--- src/rtl/keylock_pkg.sv ---
package keylock_pkg;
    localparam int CTRL_W = 8;

    typedef enum logic [1:0] {
        SEQ_IDLE  = 2'd0,
        SEQ_HALF  = 2'd1,
        SEQ_ARMED = 2'd2
    } seq_state_e;

    typedef struct packed {
        seq_state_e state;
    } seq_regs_t;

    typedef struct packed {
        logic              lock;
        logic              ever;
        logic [CTRL_W-1:0] bits;
    } hold_regs_t;
endpackage

--- src/rtl/keylock_seq.sv ---
module keylock_seq
    import keylock_pkg::*;
#(
    parameter logic [CTRL_W-1:0] KEY_A = 8'h46,
    parameter logic [CTRL_W-1:0] KEY_B = 8'h57
) (
    input  logic              clk,
    input  logic              rst_n,
    input  logic              wr_en,
    input  logic [CTRL_W-1:0] wr_data,
    output logic              armed,
    output logic              key_hit
);
    seq_regs_t r_d, r_q;

    always_comb begin
        r_d     = r_q;
        key_hit = 1'b0;
        if (wr_en) begin
            unique case (r_q.state)
                SEQ_IDLE: begin
                    if (wr_data == KEY_A) begin
                        r_d.state = SEQ_HALF;
                        key_hit   = 1'b1;
                    end
                end
                SEQ_HALF: begin
                    if (wr_data == KEY_B) begin
                        r_d.state = SEQ_ARMED;
                        key_hit   = 1'b1;
                    end else begin
                        r_d.state = SEQ_IDLE;
                    end
                end
                default: r_d.state = SEQ_IDLE;
            endcase
        end
    end

    always_ff @(posedge clk) begin
        if (!rst_n) r_q <= '{state: SEQ_IDLE};
        else        r_q <= r_d;
    end

    assign armed = (r_q.state == SEQ_ARMED);

    // the armed window closes on the next control write
    a_r6_arm_once: assert property (@(posedge clk) disable iff (!rst_n)
        (armed && wr_en) |=> !armed);

    // a wrong first key never advances the sequence
    a_r4_bad_first: assert property (@(posedge clk) disable iff (!rst_n)
        (r_q.state == SEQ_IDLE && wr_en && wr_data != KEY_A) |=> !armed && !key_hit);
endmodule

--- src/rtl/keylock_hold.sv ---
module keylock_hold
    import keylock_pkg::*;
#(
    parameter int LOCK_POS = 6
) (
    input  logic              clk,
    input  logic              rst_n,
    input  logic              wr_en,
    input  logic [CTRL_W-1:0] wr_data,
    input  logic              key_hit,
    input  logic              armed,
    input  logic              one_way,
    output logic              lock,
    output logic              ever,
    output logic [CTRL_W-1:0] ctrl_rd
);
    hold_regs_t r_d, r_q;
    logic       change_ok;

    always_comb begin
        r_d       = r_q;
        change_ok = armed && !(one_way && r_q.ever);
        if (wr_en && !key_hit) begin
            r_d.bits = wr_data;
            if (change_ok) r_d.lock = wr_data[LOCK_POS];
        end
        if (r_d.lock) r_d.ever = 1'b1;
    end

    always_ff @(posedge clk) begin
        if (!rst_n) r_q <= '{lock: 1'b0, ever: 1'b0, bits: '0};
        else        r_q <= r_d;
    end

    always_comb begin
        ctrl_rd           = r_q.bits;
        ctrl_rd[LOCK_POS] = r_q.lock;
    end

    assign lock = r_q.lock;
    assign ever = r_q.ever;

    // lock moves only on a write in the armed window
    a_r3_lock_holds: assert property (@(posedge clk) disable iff (!rst_n)
        !(wr_en && armed) |=> $stable(lock));

    // one-way mode keeps a set lock set
    a_r7_one_way: assert property (@(posedge clk) disable iff (!rst_n)
        (one_way && ever) |=> lock);

    // flag is sticky and covers every set lock
    a_r9_ever_sticky: assert property (@(posedge clk) disable iff (!rst_n)
        ever |=> ever);
    a_r9_lock_has_ever: assert property (@(posedge clk) disable iff (!rst_n)
        lock |-> ever);

    // key writes leave the readback alone
    a_r10_key_quiet: assert property (@(posedge clk) disable iff (!rst_n)
        key_hit |=> $stable(ctrl_rd));
endmodule

--- src/rtl/keylock_guard.sv ---
module keylock_guard
    import keylock_pkg::*;
#(
    parameter logic [CTRL_W-1:0] KEY_FIRST  = 8'h46,
    parameter logic [CTRL_W-1:0] KEY_SECOND = 8'h57,
    parameter int                LOCK_POS   = 6
) (
    input  logic              clk,
    input  logic              rst_n,
    input  logic              ctl_wr_en,
    input  logic [CTRL_W-1:0] ctl_wr_data,
    input  logic              one_way_en,
    input  logic              prot_wr_req,
    output logic              lock_o,
    output logic              lock_ever_o,
    output logic [CTRL_W-1:0] ctl_rd_data,
    output logic              prot_wr_ok
);
    logic armed, key_hit;

    keylock_seq #(.KEY_A(KEY_FIRST), .KEY_B(KEY_SECOND)) i_seq (
        .clk     (clk),
        .rst_n   (rst_n),
        .wr_en   (ctl_wr_en),
        .wr_data (ctl_wr_data),
        .armed   (armed),
        .key_hit (key_hit)
    );

    keylock_hold #(.LOCK_POS(LOCK_POS)) i_hold (
        .clk     (clk),
        .rst_n   (rst_n),
        .wr_en   (ctl_wr_en),
        .wr_data (ctl_wr_data),
        .key_hit (key_hit),
        .armed   (armed),
        .one_way (one_way_en),
        .lock    (lock_o),
        .ever    (lock_ever_o),
        .ctrl_rd (ctl_rd_data)
    );

    assign prot_wr_ok = prot_wr_req && !lock_o;
endmodule

--- config.mk ---
export PLATFORM = sky130hd
export DESIGN_NAME = keylock_guard
export DESIGN_NICKNAME = d
export VERILOG_FILES = /design/src/rtl/keylock_pkg.sv /design/src/rtl/keylock_seq.sv /design/src/rtl/keylock_hold.sv /design/src/rtl/keylock_guard.sv
export SDC_FILE = /design/constraint.sdc
export NUM_CORES = 1
export LEC_CHECK = 0
export ABC_AREA = 1
export BUFFER_PORTS_ARGS = -buffer_cell sky130_fd_sc_hd__buf_2
export CAP_MARGIN = 30
export CORE_AREA = 10 10 47 49
export DETAILED_ROUTE_END_ITERATION = 8
export DIE_AREA = 0 0 57 59
export PLACE_DENSITY = 0.68
export SLEW_MARGIN = 5
export SYNTH_ARGS = -nofsm -noshare
export SYNTH_HDL_FRONTEND = slang
export SYNTH_HIERARCHICAL = 1
export SYNTH_SLANG_ARGS = --single-unit
--- constraint.sdc ---
create_clock -name clk -period 1.65 [get_ports clk]
set_clock_uncertainty 0.1 [all_clocks]
set_input_delay 0.0825 -clock clk [delete_from_list [all_inputs] [get_ports clk]]
set_output_delay 0.0825 -clock clk [all_outputs]
set_load 0.02 [all_outputs]
==> key figures, run 1 <==
Floorplanning
  • Initial Util: 0.391
  • Die H: 59 um
  • Die footprint: 3360 um^2
  • Core Box Area: 1400 um^2
  • Row count: 14
  • # IOs: 24
  • Die Width: 57 um

Global routing
  • GR Util All Layers: 0.0857
  • Vias in the first global route: 585
  • Antenna violations before repair: 0
  • GR Overflow Total: 0
  • First-pass GRT wire length: 2350 um
  • Largest net degree at the start of global routing: 12

Placed design
  • Final HPWL DP: 1070 um
  • Placer Congestion: 0.705
  • Placed Area: 676 um^2
  • IO Port Bufs: 23

Detailed routing
  • Routed Antenna Nets: 0
  • Max Used Layer: met4
  • Detailed-route DRC error count: 0
  • Metal3 WL: 94 um
  • WL met1: 604 um
  • Wire per inst: 10.9 um
  • Drt first pass iters: 3
  • Vias: 548
  • Total Routed Length: 1350 um
  • Met2 WL: 645 um
  • DR iter-0 viols: 10
  • DR vias/cell: 4.42

Yosys
  • Largest family of logic cells by synthesized area: simple AND/OR/NAND/NOR gates
  • Distinct cells, synth: 17
  • Post-synthesis adder-cell area fraction: 0
  • Multiplexer share of the synthesized area: 0
  • Simple-gate portion of the synthesized area: 0.372
  • Sequential area share after synthesis: 0.402
  • Compound-Gate Fraction of Synth Area: 0.123
  • Cell Area, Synth: 548 um^2
  • #FFs+latches synth: 11
  • XOR/XNOR share of the synthesized area: 0
  • Mapped Nets: 92
  • Post-synthesis area per instance: 6.94 um^2
  • Synth warnings: 6
  • Post-synthesis instance total: 79

Power
  • Pleak: 0.397 nW
  • Power per cell area: 802 nW/um^2
  • Peak supply drop: 432 uV
  • Power, Total: 0.592 mW

Min path
  • HP Start: ctl_wr_data[4]
  • Worst Hold Path EP: i_hold/ctrl_rd[4]
  • Hold path cells: 3
  • Hold crit path type: in -> reg

Worst setup path
  • Critical-path maximum fanout: 8
  • FF-to-FF path depth: 8
  • Crit path arrival time: 1520 ps
  • Reg2reg end: i_hold/ever
  • Critical setup path kind: reg -> reg
  • Reg-to-reg slack, setup: 200 ps
  • Worst r2r src: i_seq/r_q[0]
  • Kind of start point of the critical path: flip-flop
  • Setup crit end kind: flip-flop
  • Req. time, crit path: 1710 ps

STA
  • Minimum clock period after layout: 1450 ps
  • Final hold vios: 0
  • Slew Limit Fails: 0
  • RSZ-0062 raised after global routing: no
  • Worst Tran Pin Value: 247 ps
  • Rel. slew slack: 0.835
  • Final setup fails: 0
  • Min Hold Slack: 11.1 ps
  • Total Neg Setup Slack: 0 ps
  • Tcrit/Tclk final: 0.882
  • Max Fclk: 687 MHz

Final layout
  • Layout cells sized above 1: 0.380
  • Footprint of the multi-input gates: 278 um^2
  • Syn-to-layout area delta: 34.7%
  • Design Area, Final: 738 um^2
  • Nets: 122
  • Register area: 220 um^2
  • FILL cells: 154
  • ANT cells: 0

CTS
  • CTS tree: yes
  • CTS H-Tree Depth: 1
  • Worst skew pair latency: 260 ps
  • Worst-path clk slew: 70 ps
  • Root Driver: clkbuf_4
  • TritonCTS Sinks: 11
  • CTS Buf Count: 3
  • Clk buf depth: 2
  • Setup Fix Bufs, Post-CTS: 0

Run
  • Max-cap violation count: 0

Status
  • Outcome: complete, no violations
[flip-flops by register name (all words and copies together), names as in the netlist]
register,cells
i_hold/ctrl_rd,7
i_hold/ever,1
i_hold/lock,1
i_seq/r_q,2
[worst max-delay path: stages (launching register included)]
cell	delay [ps]
dfxtp_1	330
nor2_1	170
nand2_1	100
o22ai_2	270
inv_2	50
nand2_2	130
o21bai_2	90
nand3_2	70
nand2_2	40
[worst max-delay path by stage]
| stage | depth (start not counted) | startpoint | end | slack [ps] |
|---|---|---|---|---|
| detailed placement | 9 | i_seq/r_q[0] | i_hold/ever | 130 |
| global route | 8 | i_seq/r_q[0] | i_hold/ever | 50 |
| floorplan | 10 | i_seq/r_q[1] | i_hold/ever | 260 |
| CTS | 10 | i_seq/r_q[1] | i_hold/ever | 120 |
| finish | 8 | i_seq/r_q[0] | i_hold/ever | 200 |
| global placement | 8 | i_seq/r_q[0] | i_hold/ever | 180 |
[kinds of logic (layout without fill, tap and decap cells)]
group / after synthesis / after routing
flops: 11 / 11
compound gates: 12 / 12
buf+inv: 14 / 43
simple gates: 42 / 42
[synth_stat cells]
library cell	n	share of area
nand4_2	1	0.023
nand3_2	1	0.018
inv_2	2	0.014
nand3_1	3	0.027
o21ai_0	6	0.055
o21bai_2	1	0.021
a21oi_1	2	0.018
nor2_4	1	0.021
buf_4	1	0.014
o22ai_1	1	0.011
nand2_1	12	0.082
nor2_2	5	0.057
inv_1	11	0.075
dfxtp_1	11	0.40
nand2_2	3	0.034
o21ai_1	2	0.018
nor2_1	16	0.11
[area by class of cell]
type,instances,area share
multi-input cells,54,0.376
flip-flops and latches,11,0.298
repair buffers,26,0.197
inverters,13,0.0661
clock buffers,4,0.0356
well taps,16,0.0271
[through the flow]
step | setup WS (ps) | std cells | util
floorplan | 256 | 79 | -
global placement | 184 | 117 | 0.482
detailed placement | 127 | 117 | 0.482
CTS | 118 | 124 | 0.522
global route | 49.7 | 124 | 0.527
finish | 195 | 124 | 0.527
[metal layers]
layer,track usage,up-vias
met5,0,-
met4,0.0302,0
met3,0.0515,2
met2,0.140,15
met1,0.0895,230
li1,-,301
[report_power, final]
| group | switching (mW) | leakage, nW | internal [mW] |
|---|---|---|---|
| clock | 0.0822 | 0.0150 | 0.0933 |
| combinational | 0.0767 | 0.291 | 0.0481 |
| sequential | 0.00907 | 0.0909 | 0.283 |
| total | 0.168 | 0.397 | 0.424 |
[layout by cell type, fill, tap and decap left out]
master and count:
clkbuf_1 1, dfxtp_1 11, nand4_2 1, nand3_1 3, nor2_2 5, o22ai_2 1
clkbuf_4 3, nand2_1 12, nor2_4 1, dlygate4sd3_1 3, buf_2 23, nor2_1 16
nand2_2 3, nand3_2 1, inv_1 11, inv_2 2, o21ai_1 2, a21oi_1 2
o21bai_2 1, o21ai_0 6
[what timing repair did]
| action | 4_1_cts | 5_1_grt |
|---|---|---|
| hold buffers | 3 | 0 |
| endpoints found under the setup margin | 0 | 5 |
| gates resized for setup | 0 | 1 |
| hold endpoints to repair | 3 | 0 |
No activity file was read; power rests on OpenSTA's default activity.
==> run 2, diff against run 1 <==
--- a/config.mk
+++ b/config.mk
@@ -8,10 +8,10 @@
 export ABC_AREA = 1
 export BUFFER_PORTS_ARGS = -buffer_cell sky130_fd_sc_hd__buf_2
 export CAP_MARGIN = 30
-export CORE_AREA = 10 10 47 49
+export CORE_MARGIN = 10
+export CORE_UTILIZATION = 40
 export DETAILED_ROUTE_END_ITERATION = 8
-export DIE_AREA = 0 0 57 59
-export PLACE_DENSITY = 0.68
+export PLACE_DENSITY = 0.66
 export SLEW_MARGIN = 5
 export SYNTH_ARGS = -nofsm -noshare
 export SYNTH_HDL_FRONTEND = slang
==> run 2 against run 1 <==
Net effect:
- clock power grew 3%
- design area grew 2.5%
- final cell count grew 0.81%
- sequential share of layout area shrank 0.74 points
- maximum frequency shrank 0.61%
- sequential cell count is the same
- die area shrank 3.3%
- clock-buffer cell count is the same
- worst hold slack is essentially flat
- critical endpoint unchanged
==> key figures, run 2 (synthesis results as in run 1) <==
Status
  • Outcome: complete, no violations

Placed design
  • Final HPWL DP: 1090 um
  • IO Port Bufs: 23
  • Placer Congestion: 0.823
  • Placed Area: 674 um^2

STA
  • Slew Limit Fails: 0
  • Tcrit/Tclk final: 0.887
  • Minimum clock period after layout: 1460 ps
  • Final setup fails: 0
  • Worst Tran Pin Value: 244 ps
  • RSZ-0062 raised after global routing: no
  • Max Fclk: 683 MHz
  • Total Neg Setup Slack: 0 ps
  • Final hold vios: 0
  • Rel. slew slack: 0.837

Floorplanning
  • Die Width: 57.0 um
  • # IOs: 24
  • Row count: 13
  • Die footprint: 3250 um^2
  • Core Box Area: 1300 um^2
  • Initial Util: 0.421
  • Die H: 57.0 um

Worst setup path
  • FF-to-FF path depth: 8
  • Req. time, crit path: 1710 ps
  • Critical setup path kind: reg -> reg
  • Setup crit end kind: flip-flop
  • Worst r2r src: i_seq/r_q[1]
  • CP max stage delay: 320 ps
  • Kind of start point of the critical path: flip-flop
  • Most repeated library cell on the critical path: nand2_2
  • Setup crit end: i_hold/ever
  • Reg2reg end: i_hold/ever
  • Crit path arrival time: 1530 ps
  • Cell Chain, Critical Path: nor2_1 > nand2_1 > o22ai_2 > inv_2 > nand2_2 > o21bai_2 > nand3_2 > nand2_2
  • CP startpoint: i_seq/r_q[1]
  • Reg-to-reg slack, setup: 190 ps
  • Critical-path maximum fanout: 8
  • Max stage delay cell, worst path: dfxtp_1

CTS
  • CTS tree: yes
  • Worst skew pair latency: 260 ps
  • Clk buf depth: 2
  • TritonCTS Sinks: 11
  • Worst-path clk slew: 70 ps
  • CTS Buf Count: 3
  • Root Driver: clkbuf_4
  • CTS H-Tree Depth: 1
  • Setup Fix Bufs, Post-CTS: 0

Run
  • Max-cap violation count: 0

Detailed routing
  • DR iter-0 viols: 2
  • Wire per inst: 11.7 um
  • Detailed-route DRC error count: 0
  • Routed Antenna Nets: 0
  • Total Routed Length: 1460 um
  • Drt first pass iters: 3
  • Vias: 578
  • DR vias/cell: 4.62

Power
  • Share of power burned in registers: 0.484
  • Sw Share: 0.291
  • Power per cell area: 797 nW/um^2
  • Cell Int Power: 0.427 mW
  • Peak supply drop: 422 uV
  • Comb power frac: 0.215
  • Net Switching: 0.176 mW
  • Clk network pwr share: 0.301
  • Pleak: 0.405 nW

Final layout
  • Layout cells sized above 1: 0.373
  • Design Area, Final: 757 um^2
  • ANT cells: 0
  • Commonest non-fill, non-tap cells in the layout: buf_2 (23), nor2_1 (16), nand2_1 (12), inv_1 (11), dfxtp_1 (11)
  • Most common cell after layout, fill and taps aside: buf_2
  • Syn-to-layout area delta: 38.1%
  • Largest register FFs: 7
  • Nets: 124

Min path
  • Hold crit path type: in -> reg

Global routing
  • Vias in the first global route: 596
  • First-pass GRT wire length: 2500 um
  • GR Overflow Total: 0
  • Antenna violations before repair: 0
  • Largest net degree at the start of global routing: 12
  • GR Util All Layers: 0.0921
==> run 2: what timing repair did <==
action                                 4_1_cts  5_1_grt
hold buffers                                 5        0
setup endpoints to repair                    0        1
endpoints found under the hold margin        5        0
gates resized for setup                      0        1
==> run 2: worst min-delay path by stage <==
stage,from,endpoint,depth (start not counted)
final,ctl_wr_en,i_seq/r_q[0],2
after CTS,ctl_wr_en,i_seq/r_q[0],2
after floorplan,ctl_wr_en,i_seq/r_q[0],1
after global placement,ctl_wr_data[5],i_hold/ctrl_rd[5],3
after global routing,ctl_wr_data[0],i_hold/ctrl_rd[0],3
after detailed placement,ctl_wr_data[2],i_hold/ctrl_rd[2],3
==> run 2: routing by layer <==
metal	vias up	track usage	part of all wire
met3	0	0.0465	0.082
met2	13	0.163	0.50
li1	305	-	-
met1	260	0.0913	0.42
met4	0	0.0302	0
met5	-	0	0
==> run 2: worst max-delay path: cells and delay by family (launching register included) <==
kind,cells,cell delay [ps]
and+or+nand+nor,5,530
DFF,1,320
AOI/OAI and AO/OA,2,350
buffers and inverters,1,50
==> run 2: power groups by stage <==
stage | Sequential, mW | Clock (mW) | Combinational, mW
2_1_floorplan | 0.317 | 0 | 0.0550
3_3_place_gp | 0.298 | 0 | 0.119
3_5_place_dp | 0.298 | 0 | 0.120
4_1_cts | 0.292 | 0.192 | 0.130
5_1_grt | 0.294 | 0.206 | 0.145
6_report | 0.292 | 0.181 | 0.130
==> run 2: cell type report <==
class                           count  area (um^2)
Tap cell                           15         18.8
Inverter                           13         48.8
Multi-Input combinational cell     54          278
Fill cell                         140          544
Sequential cell                    11          220
Timing Repair Buffer               28          165
Clock buffer                        4         26.3
==> run 2: per-stage QoR <==
stage | hold WS, ps | cells | utilization | total power, mW | setup WS (ps)
finish | 11.0 | 125 | 0.582 | 0.603 | 186
global placement | 246 | 116 | 0.518 | 0.417 | 165
CTS | 1.74 | 125 | 0.577 | 0.614 | 103
detailed placement | 268 | 116 | 0.518 | 0.418 | 122
global route | 31.7 | 125 | 0.582 | 0.646 | 87.6
floorplan | 76.0 | 79 | - | 0.372 | 256
==> run 3, diff against run 2 <==
--- a/config.mk
+++ b/config.mk
@@ -8,12 +8,11 @@
 export ABC_AREA = 1
 export BUFFER_PORTS_ARGS = -buffer_cell sky130_fd_sc_hd__buf_2
 export CAP_MARGIN = 30
-export CORE_MARGIN = 10
+export CORE_MARGIN = 2
 export CORE_UTILIZATION = 40
 export DETAILED_ROUTE_END_ITERATION = 8
 export PLACE_DENSITY = 0.66
 export SLEW_MARGIN = 5
 export SYNTH_ARGS = -nofsm -noshare
 export SYNTH_HDL_FRONTEND = slang
-export SYNTH_HIERARCHICAL = 1
 export SYNTH_SLANG_ARGS = --single-unit
==> run 3 against run 2 <==
Net effect:
- the flow now finishes with violations (hold timing)
- area after synthesis is 0.23% higher
- core utilization down 1.2 points
- highest routed layer is now met4
- final cell count fell by 5.6%
- sequential power decreased by 1%
- setup slack better by 74 ps
- critical path depth is 2 higher
- global-route usage up 8.6 points
- clock-buffer cell count is the same
- synthesized cell count is 6.3% lower
- first-iteration DRC count rose to 3.0 times the previous value
- combinational power down 18%
==> key figures, run 3 <==
Status
  • Outcome: complete, but fails checks
  • Failing checks: hold timing

Final layout
  • Finished Layout Cells: 118
  • Commonest non-fill, non-tap cells in the layout: buf_2 (23), nand2_1 (16), inv_1 (11), dfxtp_1 (11), a21oi_1 (8)
  • Most common cell after layout, fill and taps aside: buf_2
  • Largest register FFs: 7
  • ANT cells: 0
  • FILL cells: 133
  • Layout Utilization: 0.570
  • Syn-to-layout area delta: 33.3%
  • Nets: 117
  • Layout cells sized above 1: 0.359

STA
  • Final setup fails: 0
  • Total Neg Setup Slack: 0 ps
  • Min Hold Slack: -4.36 ps
  • Minimum clock period after layout: 1390 ps
  • Final hold vios: 3
  • Tcrit/Tclk final: 0.843
  • RSZ-0062 raised after global routing: no
  • Slew Limit Fails: 0
  • Rel. slew slack: 0.880
  • Worst Tran Pin Value: 180 ps
  • Max Fclk: 719 MHz

Yosys
  • #FFs+latches synth: 11
  • Most area-consuming cells after synthesis: dfxtp_1 (40%), nand2_1 (11%), inv_1 (7.5%), a21oi_1 (7.3%), nand3_4 (6.4%)
  • Mapped Nets: 87
  • Post-synth EDFFs: 0
  • Distinct cells, synth: 16
  • Synth top cells by count: nand2_1 (16), dfxtp_1 (11), inv_1 (11)
  • Post-synthesis instance total: 74
  • Sequential area share after synthesis: 0.401
  • Largest area contributor in the netlist: dfxtp_1
  • Synth warnings: 0
  • Ys flop type: dfxtp_1
  • Ys async rst share: 0
  • Post-synthesis area per instance: 7.42 um^2
  • Share of the synthesized area in the top cell type: 0.401
  • Top-count cell post-synth: nand2_1
  • Cell Area, Synth: 549 um^2

Worst setup path
  • Max stage delay cell, worst path: dlygate4sd3_1
  • Critical-path maximum fanout: 6
  • Reg-to-reg slack, setup: 440 ps
  • Reg2reg end: i_hold.ctrl_rd[2]
  • Req. time, crit path: 1720 ps
  • Crit path arrival time: 1460 ps
  • Cell Chain, Critical Path: dlygate4sd3_1 > buf_2 > inv_1 > nand2_1 > nor2_4 > nand3_2 > nand2_2 > inv_2 > nand3_1 > a21oi_1
  • Setup crit end kind: flip-flop
  • CP max stage delay: 540 ps
  • Critical setup path kind: in -> reg
  • Worst r2r src: i_seq.r_q[0]
  • Kind of start point of the critical path: primary input
  • FF-to-FF path depth: 6

Floorplanning
  • # IOs: 24
  • Row count: 13
  • Die H: 41.1 um
  • Die Width: 41.1 um
  • Initial Util: 0.427
  • Core Box Area: 1280 um^2
  • Die footprint: 1690 um^2

Global routing
  • Met3 Use GR: 0.0489
  • Antenna violations before repair: 0
  • Vias in the first global route: 461
  • Met2 Track Usage GR: 0.250
  • First-pass GRT wire length: 1920 um
  • Largest net degree at the start of global routing: 9
  • GR Util All Layers: 0.178
  • GR Overflow Total: 0
  • Met1 Use GR: 0.238
  • GRT busiest layer: met2

Power
  • Pleak: 0.374 nW
  • Power, Total: 0.584 mW
  • Power per cell area: 798 nW/um^2
  • Peak supply drop: 461 uV

Detailed routing
  • DR iter-0 viols: 6
  • Wire per inst: 10.1 um
  • Detailed-route DRC error count: 0
  • Vias: 543
  • Total Routed Length: 1190 um
  • DR vias/cell: 4.60
  • Drt first pass iters: 4
  • Routed Antenna Nets: 0

CTS
  • TritonCTS Sinks: 11
  • Worst-path clk slew: 70 ps
  • CTS H-Tree Depth: 1
  • Setup Fix Bufs, Post-CTS: 0
  • Root Driver: clkbuf_4
  • Clk buf depth: 2
  • CTS tree: yes
  • CTS Buf Count: 3
  • Worst skew pair latency: 270 ps

Placed design
  • Final HPWL DP: 919 um
  • Placer Congestion: 0.791
  • IO Port Bufs: 23
  • Dpl cells: 111

Min path
  • HP Start: ctl_wr_data[3]
  • Worst Hold Path EP: i_hold.ctrl_rd[3]
  • Hold crit path type: in -> reg
  • Hold path cells: 3

Run
  • Max-cap violation count: 0
run 3: cell types whose count changed in the layout (fill, tap and decap cells not counted), sizes merged, moves of 2 or more:
cell | before | now
a21oi | 2 | 8
dlygate4sd3 | 5 | 3
nand2 | 15 | 20
nand3 | 4 | 9
nor2 | 22 | 7
o21ai | 8 | 4
run 3: worst max-delay path by stage:
stage	start	cells past startpoint	to
after floorplan	i_seq.r_q[0]	8	i_hold.ever
after global placement	i_seq.r_q[1]	7	i_hold.ever
after detailed placement	i_seq.r_q[0]	6	i_hold.ctrl_rd[2]
after CTS	ctl_wr_data[7]	10	i_hold.ctrl_rd[3]
after global routing	ctl_wr_data[7]	10	i_hold.ctrl_rd[2]
final	ctl_wr_data[7]	10	i_hold.ctrl_rd[3]
run 3: logic make-up (layout without fill, tap and decap cells):
kind of cell    Yosys count  in the layout  share of synthesized area
compound gates           12             12                      0.109
buf+inv                  13             42                     0.0957
flops                    11             11                      0.401
simple gates             38             38                      0.394
run 3: area by class of cell:
cell class / instances / area (um^2) / share of cell area
Inverter: 12 / 45.0 / 0.0615
Sequential cell: 11 / 220 / 0.301
Tap cell: 15 / 18.8 / 0.0256
Multi-Input combinational cell: 50 / 277 / 0.378
Timing Repair Buffer: 26 / 145 / 0.198
Clock buffer: 4 / 26.3 / 0.0359
run 3: what timing repair did:
action	4_1_cts	5_1_grt
resized for setup	0	0
endpoints found under the hold margin	3	0
hold buffers	3	0
run 3: critical path: cells and delay by family:
family,cells,cell delay [ps]
and+or+nand+nor,5,530
buffers and inverters,4,780
AOI/OAI and AO/OA,1,60
run 3: layer usage:
layer	routed length, um	share of wire
met1	604	0.51
met2	511	0.43
met3	45	0.038
met4	27	0.023
met5	0	0
run 3: metrics by stage:
stage | area [um^2] | hold slack (ps) | setup slack (ps)
2_1_floorplan | 549 | 76.0 | 537
3_3_place_gp | 676 | 273 | 470
3_5_place_dp | 676 | 276 | 448
4_1_cts | 732 | 3.65 | 254
5_1_grt | 732 | 2.19 | 133
6_report | 732 | -4.36 | 260
run 3: power breakdown:
part	switching, mW	internal (mW)
combinational	0.0639	0.0423
clock	0.0958	0.0938
sequential	0.00857	0.280
